File: src/rtl/uart_reload_pkg.sv
package uart_reload_pkg;

  localparam logic [1:0] ADDR_CTRL   = 2'd0;
  localparam logic [1:0] ADDR_RELOAD = 2'd1;
  localparam logic [1:0] ADDR_TXDATA = 2'd2;

  // control register field positions
  localparam int CTRL_TXEN   = 0;
  localparam int CTRL_RXEN   = 1;
  localparam int CTRL_TXPAR  = 2;
  localparam int CTRL_RXPAR  = 3;
  localparam int CTRL_PRESC  = 4;

  // one-cycle requests from the sequencer to the datapath
  typedef struct packed {
    logic txLoad;
    logic txAdvance;
    logic txFinish;
    logic rxArm;
    logic rxDataBit;
    logic rxParBit;
    logic rxFinish;
  } strobe_t;

  typedef enum logic {TX_IDLE, TX_RUN} txState_t;
  typedef enum logic [1:0] {RX_IDLE, RX_START, RX_BITS} rxState_t;

endpackage

File: src/rtl/uart_reload_baud.sv
module uart_reload_baud #(
  parameter int PRESC_W  = 3,
  parameter int RELOAD_W = 8
) (
  input  logic                clk,
  input  logic                rstN,
  input  logic                restart,
  input  logic [PRESC_W-1:0]  presc,
  input  logic [RELOAD_W-1:0] reload,
  output logic                halfTick
);

  localparam int PCNT_W = (2 ** PRESC_W) - 1;

  logic [PCNT_W-1:0]   preCnt;
  logic [PCNT_W-1:0]   preLimit;
  logic [RELOAD_W-1:0] divCnt;
  logic                preWrap;

  assign preLimit = (PCNT_W'(1) << presc) - PCNT_W'(1);
  assign preWrap  = (preCnt == preLimit);
  assign halfTick = !restart && preWrap && (divCnt == '1);

  always_ff @(posedge clk or negedge rstN) begin
    if (!rstN) begin
      preCnt <= '0;
      divCnt <= '0;
    end else if (restart) begin
      preCnt <= '0;
      divCnt <= reload;
    end else if (preWrap) begin
      preCnt <= '0;
      divCnt <= (divCnt == '1) ? reload : divCnt + RELOAD_W'(1);
    end else begin
      preCnt <= preCnt + PCNT_W'(1);
    end
  end

endmodule

File: src/rtl/uart_reload_ctrl.sv
module uart_reload_ctrl
  import uart_reload_pkg::*;
#(
  parameter int DATA_W = 8
) (
  input  logic    clk,
  input  logic    rstN,
  input  logic    txGo,
  input  logic    txHalf,
  input  logic    rxHalf,
  input  logic    rxBit,
  input  logic    rxFall,
  input  logic    txParEn,
  input  logic    rxParEn,
  input  logic    rxEn,
  output strobe_t stb,
  output logic    txBusy
);

  localparam int IDX_W = $clog2(DATA_W + 3);

  txState_t         txState;
  logic             txPhase;
  logic             txPar;
  logic [IDX_W-1:0] txIdx;
  logic [IDX_W-1:0] txLastIdx;

  rxState_t         rxState;
  logic             rxPhase;
  logic             rxPar;
  logic [IDX_W-1:0] rxIdx;
  logic [IDX_W-1:0] rxLastIdx;

  assign txLastIdx = txPar ? IDX_W'(DATA_W + 2) : IDX_W'(DATA_W + 1);
  assign rxLastIdx = rxPar ? IDX_W'(DATA_W + 1) : IDX_W'(DATA_W);
  assign txBusy    = (txState == TX_RUN);

  always_comb begin
    stb = '0;
    stb.txLoad = (txState == TX_IDLE) && txGo;
    if (txState == TX_RUN && txHalf && txPhase) begin
      if (txIdx == txLastIdx) stb.txFinish  = 1'b1;
      else                    stb.txAdvance = 1'b1;
    end
    stb.rxArm = (rxState == RX_IDLE) && rxEn && rxFall;
    if (rxState == RX_BITS && rxHalf && rxPhase && rxEn) begin
      if (rxIdx < IDX_W'(DATA_W))         stb.rxDataBit = 1'b1;
      else if (rxIdx == rxLastIdx)        stb.rxFinish  = 1'b1;
      else                                stb.rxParBit  = 1'b1;
    end
  end

  always_ff @(posedge clk or negedge rstN) begin
    if (!rstN) begin
      txState <= TX_IDLE;
      txPhase <= 1'b0;
      txPar   <= 1'b0;
      txIdx   <= '0;
    end else if (stb.txLoad) begin
      txState <= TX_RUN;
      txPhase <= 1'b0;
      txPar   <= txParEn;
      txIdx   <= '0;
    end else if (txState == TX_RUN && txHalf) begin
      txPhase <= ~txPhase;
      if (stb.txFinish)       txState <= TX_IDLE;
      else if (stb.txAdvance) txIdx   <= txIdx + IDX_W'(1);
    end
  end

  always_ff @(posedge clk or negedge rstN) begin
    if (!rstN) begin
      rxState <= RX_IDLE;
      rxPhase <= 1'b0;
      rxPar   <= 1'b0;
      rxIdx   <= '0;
    end else if (!rxEn) begin
      rxState <= RX_IDLE;
    end else begin
      case (rxState)
        RX_IDLE: if (stb.rxArm) begin
          rxState <= RX_START;
          rxPar   <= rxParEn;
        end
        RX_START: if (rxHalf) begin
          rxState <= rxBit ? RX_IDLE : RX_BITS;
          rxPhase <= 1'b0;
          rxIdx   <= '0;
        end
        RX_BITS: if (rxHalf) begin
          rxPhase <= ~rxPhase;
          if (rxPhase) begin
            rxIdx <= rxIdx + IDX_W'(1);
            if (stb.rxFinish) rxState <= RX_IDLE;
          end
        end
        default: rxState <= RX_IDLE;
      endcase
    end
  end

endmodule

File: src/rtl/uart_reload_dp.sv
module uart_reload_dp
  import uart_reload_pkg::*;
#(
  parameter int DATA_W   = 8,
  parameter int RELOAD_W = 8,
  parameter int PRESC_W  = 3,
  parameter int BUS_W    = 8
) (
  input  logic              clk,
  input  logic              rstN,
  input  logic              wrEn,
  input  logic [1:0]        wrAddr,
  input  logic [BUS_W-1:0]  wrData,
  input  logic              rxAck,
  input  logic              rxPin,
  input  strobe_t           stb,
  input  logic              txBusy,
  output logic              txGo,
  output logic              txHalf,
  output logic              rxHalf,
  output logic              rxBit,
  output logic              rxFall,
  output logic              txParEn,
  output logic              rxParEn,
  output logic              rxEn,
  output logic              txPin,
  output logic              txPinUart,
  output logic              rxPinUart,
  output logic [DATA_W-1:0] rxData,
  output logic              rxReady,
  output logic              parityErr,
  output logic              frameErr,
  output logic              txIrq,
  output logic              rxIrq
);

  logic                txEnQ;
  logic [PRESC_W-1:0]  prescQ;
  logic [RELOAD_W-1:0] reloadQ;
  logic [DATA_W:0]     txSh;
  logic [DATA_W-1:0]   rxSh;
  logic                rxS1, rxS2, rxS3;
  logic                rxParQ;
  logic [1:0]          baudRestart;
  logic [1:0]          baudTick;

  // configuration registers
  always_ff @(posedge clk or negedge rstN) begin
    if (!rstN) begin
      txEnQ   <= 1'b0;
      rxEn    <= 1'b0;
      txParEn <= 1'b0;
      rxParEn <= 1'b0;
      prescQ  <= '0;
      reloadQ <= '0;
    end else if (wrEn) begin
      if (wrAddr == ADDR_CTRL) begin
        txEnQ   <= wrData[CTRL_TXEN];
        rxEn    <= wrData[CTRL_RXEN];
        txParEn <= wrData[CTRL_TXPAR];
        rxParEn <= wrData[CTRL_RXPAR];
        prescQ  <= wrData[CTRL_PRESC +: PRESC_W];
      end else if (wrAddr == ADDR_RELOAD) begin
        reloadQ <= wrData[RELOAD_W-1:0];
      end
    end
  end

  assign txPinUart = txEnQ;
  assign rxPinUart = rxEn;
  assign txGo      = wrEn && (wrAddr == ADDR_TXDATA) && txEnQ && !txBusy;

  // one bit clock per direction: index 0 transmit, index 1 receive
  assign baudRestart = {stb.rxArm, stb.txLoad};
  for (genvar g = 0; g < 2; g++) begin : g_baud
    uart_reload_baud #(.PRESC_W(PRESC_W), .RELOAD_W(RELOAD_W)) u_baud (
      .clk      (clk),
      .rstN     (rstN),
      .restart  (baudRestart[g]),
      .presc    (prescQ),
      .reload   (reloadQ),
      .halfTick (baudTick[g])
    );
  end
  assign txHalf = baudTick[0];
  assign rxHalf = baudTick[1];

  // transmit shifter: data, then parity or stop, then ones
  always_ff @(posedge clk or negedge rstN) begin
    if (!rstN) begin
      txSh  <= '1;
      txPin <= 1'b1;
      txIrq <= 1'b0;
    end else begin
      txIrq <= stb.txFinish;
      if (stb.txLoad) begin
        txSh  <= {txParEn ? ^wrData[DATA_W-1:0] : 1'b1, wrData[DATA_W-1:0]};
        txPin <= 1'b0;
      end else if (stb.txAdvance) begin
        txPin <= txSh[0];
        txSh  <= {1'b1, txSh[DATA_W:1]};
      end else if (stb.txFinish) begin
        txPin <= 1'b1;
      end
    end
  end

  // receive line synchroniser and edge detect
  always_ff @(posedge clk or negedge rstN) begin
    if (!rstN) begin
      rxS1 <= 1'b1;
      rxS2 <= 1'b1;
      rxS3 <= 1'b1;
    end else begin
      rxS1 <= rxPin;
      rxS2 <= rxS1;
      rxS3 <= rxS2;
    end
  end
  assign rxBit  = rxS2;
  assign rxFall = rxS3 && !rxS2;

  // receive shifter and result registers
  always_ff @(posedge clk or negedge rstN) begin
    if (!rstN) begin
      rxSh      <= '0;
      rxParQ    <= 1'b0;
      rxData    <= '0;
      rxReady   <= 1'b0;
      parityErr <= 1'b0;
      frameErr  <= 1'b0;
      rxIrq     <= 1'b0;
    end else begin
      rxIrq <= stb.rxFinish;
      if (stb.rxDataBit) rxSh   <= {rxBit, rxSh[DATA_W-1:1]};
      if (stb.rxParBit)  rxParQ <= rxBit;
      if (stb.rxFinish) begin
        rxData    <= rxSh;
        frameErr  <= !rxBit;
        parityErr <= rxParEn && ((^rxSh) != rxParQ);
        rxReady   <= 1'b1;
      end else if (rxAck) begin
        rxReady   <= 1'b0;
      end
    end
  end

endmodule

File: src/rtl/uart_reload.sv
module uart_reload
  import uart_reload_pkg::*;
#(
  parameter int DATA_W   = 8,
  parameter int RELOAD_W = 8,
  parameter int PRESC_W  = 3,
  localparam int CTRL_W  = CTRL_PRESC + PRESC_W,
  localparam int BUS_W   = (DATA_W >= RELOAD_W && DATA_W >= CTRL_W) ? DATA_W :
                           (RELOAD_W >= CTRL_W) ? RELOAD_W : CTRL_W
) (
  input  logic              clk,
  input  logic              rstN,
  input  logic              wrEn,
  input  logic [1:0]        wrAddr,
  input  logic [BUS_W-1:0]  wrData,
  input  logic              rxAck,
  input  logic              rxPin,
  output logic              txPin,
  output logic              txPinUart,
  output logic              rxPinUart,
  output logic              txBusy,
  output logic              rxReady,
  output logic [DATA_W-1:0] rxData,
  output logic              parityErr,
  output logic              frameErr,
  output logic              txIrq,
  output logic              rxIrq
);

  strobe_t stb;
  logic    txGo, txHalf, rxHalf, rxBit, rxFall, txParEn, rxParEn, rxEn;

  uart_reload_ctrl #(.DATA_W(DATA_W)) u_ctrl (
    .clk     (clk),
    .rstN    (rstN),
    .txGo    (txGo),
    .txHalf  (txHalf),
    .rxHalf  (rxHalf),
    .rxBit   (rxBit),
    .rxFall  (rxFall),
    .txParEn (txParEn),
    .rxParEn (rxParEn),
    .rxEn    (rxEn),
    .stb     (stb),
    .txBusy  (txBusy)
  );

  uart_reload_dp #(
    .DATA_W(DATA_W), .RELOAD_W(RELOAD_W), .PRESC_W(PRESC_W), .BUS_W(BUS_W)
  ) u_dp (
    .clk       (clk),
    .rstN      (rstN),
    .wrEn      (wrEn),
    .wrAddr    (wrAddr),
    .wrData    (wrData),
    .rxAck     (rxAck),
    .rxPin     (rxPin),
    .stb       (stb),
    .txBusy    (txBusy),
    .txGo      (txGo),
    .txHalf    (txHalf),
    .rxHalf    (rxHalf),
    .rxBit     (rxBit),
    .rxFall    (rxFall),
    .txParEn   (txParEn),
    .rxParEn   (rxParEn),
    .rxEn      (rxEn),
    .txPin     (txPin),
    .txPinUart (txPinUart),
    .rxPinUart (rxPinUart),
    .rxData    (rxData),
    .rxReady   (rxReady),
    .parityErr (parityErr),
    .frameErr  (frameErr),
    .txIrq     (txIrq),
    .rxIrq     (rxIrq)
  );

endmodule

File: config.mk
export PLATFORM = sky130hd
export DESIGN_NAME = uart_reload
export DESIGN_NICKNAME = d
export VERILOG_FILES = /design/src/rtl/uart_reload_pkg.sv /design/src/rtl/uart_reload_baud.sv /design/src/rtl/uart_reload_ctrl.sv /design/src/rtl/uart_reload_dp.sv /design/src/rtl/uart_reload.sv
export SDC_FILE = /design/constraint.sdc
export NUM_CORES = 1
export LEC_CHECK = 0
export ABC_AREA = 0
export BUFFER_PORTS_ARGS = -buffer_cell sky130_fd_sc_hd__clkbuf_2
export CAP_MARGIN = 30
export CORE_MARGIN = 10
export CORE_UTILIZATION = 40
export DETAILED_ROUTE_END_ITERATION = 8
export PLACE_DENSITY = 0.58
export SETUP_SLACK_MARGIN = 0.15
export SLEW_MARGIN = 10
export SYNTH_ARGS = -nofsm -noshare
export SYNTH_HDL_FRONTEND = slang
export SYNTH_HIERARCHICAL = 1
export SYNTH_SLANG_ARGS = --single-unit
File: constraint.sdc
create_clock -name clk -period 4.95 [get_ports clk]
set_clock_uncertainty 0.1 [all_clocks]
set_input_delay 0 -clock clk [delete_from_list [all_inputs] [get_ports clk]]
set_output_delay 0 -clock clk [all_outputs]
set_load 0.05 [all_outputs]
==> results of run 1 <==
[logic make-up (layout without fill, tap and decap cells)]
kind of cell	Yosys count	count (layout)	synth area share
mux	47	47	0.0997
fa+ha+maj	6	6	0.0146
buf+inv	52	91	0.0467
simple gates	191	191	0.194
xor+xnor	28	28	0.0554
flops	95	95	0.465
compound gates	90	90	0.125
[power groups by stage]
| stage | Combinational [uW] | Sequential, uW | Clock, uW |
|---|---|---|---|
| 5_1_grt | 817 | 1230 | 820 |
| 4_1_cts | 724 | 1190 | 790 |
| 6_report | 722 | 1200 | 765 |
| 2_1_floorplan | 602 | 1130 | 0 |
| 3_3_place_gp | 689 | 1190 | 0 |
| 3_5_place_dp | 713 | 1200 | 0 |
[final timing paths]
path	start	to	slack (ns)	cells after the start
worst min-delay path	wrEn	u_ctrl/txBusy$_DFFE_PN0P_	0.03	5
min in group asynchronous	rstN	u_ctrl/txIdx[2]$_DFFE_PN0P_	0.05	2
worst min register to register	u_dp/rxS1$_DFF_PN1_	u_dp/rxBit$_DFF_PN1_	0.26	0
max in group asynchronous	rstN	u_dp/g_baud[1].u_baud/preCnt[4]$_DFF_PN0_	3.58	3
worst max-delay path	u_dp/prescQ[1]$_DFFE_PN0P_	u_dp/rxSh[2]$_DFFE_PN0P_	1.29	10
worst max register to register	u_dp/prescQ[1]$_DFFE_PN0P_	u_dp/rxSh[2]$_DFFE_PN0P_	1.29	10
[per-stage QoR]
step / util / power [uW] / instances / cell area, um2
6_report: 0.466 / 2680 / 720 / 5880
5_1_grt: 0.466 / 2870 / 720 / 5880
4_1_cts: 0.466 / 2710 / 720 / 5880
3_5_place_dp: 0.430 / 1920 / 692 / 5430
3_3_place_gp: 0.430 / 1880 / 692 / 5430
2_1_floorplan: - / 1730 / 509 / 5150
[metal layers]
layer | vias up | wire length [um] | track usage | share of wire
met5 | - | 0 | 0 | 0
met4 | 0 | 123 | 0.0405 | 0.011
met3 | 11 | 406 | 0.0395 | 0.036
met2 | 50 | 5410 | 0.207 | 0.49
met1 | 1895 | 5200 | 0.166 | 0.47
li1 | 1893 | - | - | -
[Yosys cell counts (4+ instances only)]
master,number,area (um2)
nand4_1,12,75.1
nor2b_1,5,31.3
nand3_1,18,90.1
xnor2_1,22,193
nor3b_1,5,37.5
dfstp_2,13,342
mux2i_1,13,130
buf_6,4,45.0
ha_1,6,75.1
a22o_1,4,35.0
buf_2,9,45.0
inv_1,24,90.1
nor3_1,28,140
nand2b_1,12,75.1
a21oi_1,15,75.1
and2_1,7,43.8
dfrtp_1,82,2050
a311o_1,4,40.0
a31oi_1,6,37.5
nand2_1,50,188
o311ai_0,4,35.0
mux2_2,34,383
o21ai_0,20,100
a211oi_1,4,30.0
nand3b_1,4,30.0
nor2_1,31,116
clkbuf_1,12,45.0
and3_1,4,25.0
[repair_timing]
item,CTS,global route
hold endpoints to repair,62,0
hold buffers,12,0
resized for setup,0,0
[final cells by class]
type	count	share of cell area
flip-flops and latches	95	0.407
inverters	26	0.0166
well taps	172	0.0366
repair buffers	49	0.0549
clock inverters	7	0.0179
clock buffers	9	0.0383
multi-input cells	362	0.428
[sequential cells by signal (all words and copies together) (netlist names), 2 cells and up]
| signal | cells |
|---|---|
| u_ctrl/rxIdx | 4 |
| u_ctrl/rxState | 2 |
| u_ctrl/txIdx | 4 |
| u_dp/g_baud.u_baud/divCnt | 16 |
| u_dp/g_baud.u_baud/preCnt | 14 |
| u_dp/prescQ | 3 |
| u_dp/reloadQ | 8 |
| u_dp/rxData | 8 |
| u_dp/rxSh | 8 |
| u_dp/txSh | 9 |
[worst min-delay path, stage by stage]
cell and delay [ns]:
clkbuf_2 0.09, nand2b_1 0.10, nor3_1 0.07, nor2_1 0.12
nor2_1 0.05
==> results.md, run 1 <==
* Run status: finished clean
* Core area at 12600 um2
* Logic pwr share at 0.269
* Antenna Violating Nets Remaining at 0
* CP endpoint kind: flip-flop
* Post-CTS Setup Inserts at 0
* Fin Hold WS at 0.0261 ns
* Post-synth cell types at 60
* Net Count, Synth at 530
* Synth Register Bits at 95
* Area growth from synthesis to layout at 14.1%
* FF+latch area at 2390 um2
* Multi-input gate area at 2520 um2
* RSZ-0062 raised after global routing: false
* Critical path cell sequence: inv_1 > a31oi_1 > o221ai_1 > nor4b_4 > buf_4 > and3b_1 > inv_1 > or3_1 > nor2_1 > mux2_2
* # diodes at 0
* Total Routing Usage GR at 0.130
* Setup Slack @ Placement at 1.31 ns
* Global route overflow at 0
* Root Driver: clkbuf_16
* DR WL/cell at 15.5 um
* Fraction of registers with async set/reset at 1.00
* Worst path max stage delay at 0.76 ns
* NumNets Final at 564
* EDFF count, synth at 0
* Worst-path maximum fanout at 21
* Worst EP required at 5.09 ns
* Total number of vias at 3849
* CP bufs+invs at 3
* Clk buf depth at 2
* DRC viols at 0
* Slew HR at 0.503
* Drt first-iter violations at 271
* Max H-tree Level at 3
* CP max-delay cell: dfrtp_1
* Slack of the critical path at 1.29 ns
* # port buffers at 31
* Die H at 133 um
* Rows at 41
* Crit path top cell by count: inv_1
* Static leakage at 0.00250 uW
* # fillers at 1218
* Final hold violation count at 0
* Fin Setup TNS at 0 ns
* Power Dens Cells at 457 nW/um2
* Worst-margin pin slew at 0.742 ns
* CTS tree: done
* Clk sinks at 95
* Max-cap violations at 0
* Post-route clock period utilization at 0.739
* Initial antenna violation count at 0
* Final setup fails at 0
* DR vias/cell at 5.35
* Max-slew violation count at 0
* Fraction of layout cells with a size suffix above 1 at 0.212
* Setup Crit Path Kind: reg2reg
* Total die area at 17800 um2
* Clk pwr share at 0.285
* GP Congestion at 0.839
* Register area share after synthesis at 0.465
* Reg power frac at 0.446
* Clk_lat worst skew at 0.35 ns
* Startpoint types: flip-flop
* Psw at 934 uW
* Synthesized area at 5150 um2
* Largest net degree at the start of global routing at 60
* Routed Wire Length at 11100 um
* Syn_area_per_cell at 10.1 um2
* First-pass GRT wire length at 19200 um
* P_int at 1750 uW
* Inserted Clock Buffers at 9
* Worst IR Drop VDD at 0.195 mV
* Worst EP arrival at 3.80 ns
* Hpwl dp at 7680 um
* Number of global-route vias before repair at 3802
* Number of top-level pins at 32
* Prevailing post-synth register cell: dfrtp_1
* Syn Inst Count at 509
* Commonest non-fill, non-tap cell in the layout: dfrtp_1
* Clock-pin slew on the worst setup and hold paths at 0.07 ns
* Warnings, synthesis at 6
* HP Class: in2reg
* FMAX at 273 MHz
* Net Sw Frac at 0.348
* Commonest cells after routing, fill and taps aside: dfrtp_1 (82), nand2_1 (50), mux2_2 (34), clkbuf_2 (30), nor2_1 (30)
* 1st-pass router iterations at 4
* Cell family with most CP delay: simple AND/OR/NAND/NOR gates
* Initial core utilization at 0.408
* Min Clock Period, post-route at 3.66 ns
* DIE WIDTH at 133 um
Note: power is estimated with default switching activity, not from simulation.
==> inputs of run 2 (changes only) <==
- PLACE_DENSITY: 0.58 -> 0.61
- clock period: 4.95 -> 3.05 ns (I/O delays scaled with it)
==> results.md, run 2 (synthesized netlist as in run 1, its figures left out) <==
* Run status: finished clean
* Total number of vias at 3965 (+3.0%)
* Final setup fails at 0 (unchanged)
* GP Congestion at 0.841 (+0.29%)
* Clk sinks at 95 (unchanged)
* R2R Setup Slk at 0.24 ns (-1.05 ns)
* Worst EP arrival at 2.94 ns (-0.86 ns)
* NumNets Final at 578 (+2.5%)
* Max-slew violation count at 0 (unchanged)
* Cell family with most CP delay: simple AND/OR/NAND/NOR gates
* Antenna Violating Nets Remaining at 0 (unchanged)
* HP Class: in2reg
* Commonest cells after routing, fill and taps aside: dfrtp_1 (79), nand2_1 (50), mux2_2 (34), clkbuf_2 (31)
* Total power at 4310 uW (+61%)
* Largest Register: u_dp/g_baud.u_baud/divCnt
* Logic pwr share at 0.290 (+0.021)
* Clk pwr share at 0.269 (-0.016)
* Beginning of the critical path: u_dp/prescQ[1]$_DFFE_PN0P_
* DIE WIDTH at 133 um (unchanged)
* Initial antenna violation count at 0 (unchanged)
* Worst IR Drop VDD at 0.372 mV (+91%)
* Final instance area at 6030 um2 (+2.7%)
* CP endpoint kind: flip-flop
* Net Sw Frac at 0.350 (+0.00260)
* Number of top-level pins at 32 (unchanged)
* Max-cap violations at 0 (unchanged)
* Post-route clock period utilization at 0.922 (+0.183)
* Fraction of layout cells with a size suffix above 1 at 0.254 (+0.0428)
* Min Clock Period, post-route at 2.81 ns (-0.848 ns)
* Dpl cell area at 5500 um2 (+1.5%)
* Worst path max stage delay at 0.45 ns (-0.31 ns)
* Psw at 1510 uW (+62%)
* 1st-pass router iterations at 4 (unchanged)
* Die H at 133 um (unchanged)
* Initial core utilization at 0.408 (unchanged)
* # port buffers at 31 (unchanged)
* Drt first-iter violations at 260 (-4.1%)
* Fin Setup TNS at 0 ns (unchanged)
* Root Driver: clkbuf_16
* Min-delay src: wrEn
* Slew HR at 0.432 (-0.0707)
* Commonest non-fill, non-tap cell in the layout: dfrtp_1
* Final hold violation count at 0 (unchanged)
* Number of global-route vias before repair at 3878 (+2.0%)
* Biggest regs: u_dp/g_baud.u_baud/divCnt: 16 flops, u_dp/g_baud.u_baud/preCnt: 14 flops, u_dp/txSh: 9 flops
* Util after Layout at 0.478 (+0.0124)
* Routed Wire Length at 11000 um (-1.4%)
* FMAX at 356 MHz (+30%)
* Rows at 41 (unchanged)
* Inserted Clock Buffers at 9 (unchanged)
* Static leakage at 0.00258 uW (+2.9%)
* Total Routing Usage GR at 0.124 (-0.00648)
* DR vias/cell at 5.40 (+1.0%)
* Core area at 12600 um2 (unchanged)
* CP max-delay cell: dfrtp_2
* Global route overflow at 0 (unchanged)
* Max reg flops at 16 (unchanged)
* Largest net degree at the start of global routing at 67 (+12%)
* Setup Crit Path Kind: reg2reg
* DRC viols at 0 (unchanged)
* Crit Reg-Reg Startpoint: u_dp/prescQ[1]$_DFFE_PN0P_
* Critical path cell sequence: buf_4 > a2111oi_2 > nand2b_4 > nor4b_4 > and3b_2 > inv_1 > or3_4 > nor2_4 > buf_12 > mux2_2
* Total die area at 17800 um2 (unchanged)
* Clk buf depth at 2 (unchanged)
* Area growth from synthesis to layout at 17.2%
* # diodes at 0 (unchanged)
* Max H-tree Level at 3 (unchanged)
* DR WL/cell at 15.0 um (-3.2%)
* CP bufs+invs at 3 (unchanged)
* Worst-margin pin slew at 0.851 ns (+0.109 ns)
* Clock-pin slew on the worst setup and hold paths at 0.07 ns (about the same)
* First-pass GRT wire length at 18500 um (-3.6%)
* Reg power frac at 0.441 (-0.005)
* P_int at 2800 uW (+60%)
* Power Dens Cells at 715 nW/um2 (+57%)
* CTS tree: done
* Worst-path maximum fanout at 10 (-52%)
* Hpwl dp at 7450 um (-3.1%)
* Clk_lat worst skew at 0.34 ns (about the same)
* Startpoint types: flip-flop
* Worst EP required at 3.18 ns (-1.91 ns)
* RSZ-0062 raised after global routing: true
-- run 2: per-layer routing --
| layer | vias up | global-route usage | share of wire |
|---|---|---|---|
| met1 | 1959 | 0.160 | 0.47 |
| met4 | 0 | 0.0472 | 0.016 |
| met3 | 14 | 0.0267 | 0.041 |
| met5 | - | 0 | 0 |
| li1 | 1928 | - | - |
| met2 | 64 | 0.197 | 0.48 |
-- run 2: final timing paths --
check | end | depth (start not counted)
setup / recovery | u_dp/rxData[6]$_DFFE_PN0P_ | 10
hold / removal | u_ctrl/txBusy$_DFFE_PN0P_ | 5
setup reg to reg | u_dp/rxData[6]$_DFFE_PN0P_ | 10
hold reg to reg | u_dp/rxBit$_DFF_PN1_ | 0
max in group asynchronous | u_dp/rxBit$_DFF_PN1_ | 3
min in group asynchronous | u_dp/g_baud[0].u_baud/preCnt[6]$_DFF_PN0_ | 2
-- run 2: metrics by stage --
step,cells,hold WS [ns],worst slack [ns]
3_3_place_gp,699,-0.0113,0.139
2_1_floorplan,509,-0.396,0.146
6_report,734,0.0293,0.238
4_1_cts,729,0.0207,0.182
5_1_grt,734,0.0682,0.112
3_5_place_dp,699,-0.0107,0.0393
-- run 2: power by group through the flow --
stage	Sequential, uW	Combinational, uW	Clock, uW
6_report	1900	1250	1160
5_1_grt	1950	1420	1240
3_5_place_dp	1920	1180	0
3_3_place_gp	1910	1150	0
4_1_cts	1900	1210	1190
2_1_floorplan	1840	980	0
-- run 2: cell type report --
cell class | count | area [um2]
Clock buffer | 9 | 225
Clock inverter | 7 | 80.1
Fill cell | 1189 | 6590
Inverter | 26 | 97.6
Multi-Input combinational cell | 362 | 2560
Sequential cell | 95 | 2400
Tap cell | 172 | 215
Timing Repair Buffer | 63 | 454
-- run 2: tightest hold or removal path, cell delays in order --
cell	delay [ns]
clkbuf_2	0.09
nand2b_1	0.10
nor3_1	0.07
nor2_1	0.12
nor2_1	0.05
-- run 2: timing repair --
item / CTS / global route
cloned: 0 / 0
pin swaps: 1 / 3
gates resized for setup: 1 / 10
hold buffers: 12 / 0
endpoints found under the setup margin: 19 / 30
setup buffers: 2 / 5
endpoints found under the hold margin: 80 / 0
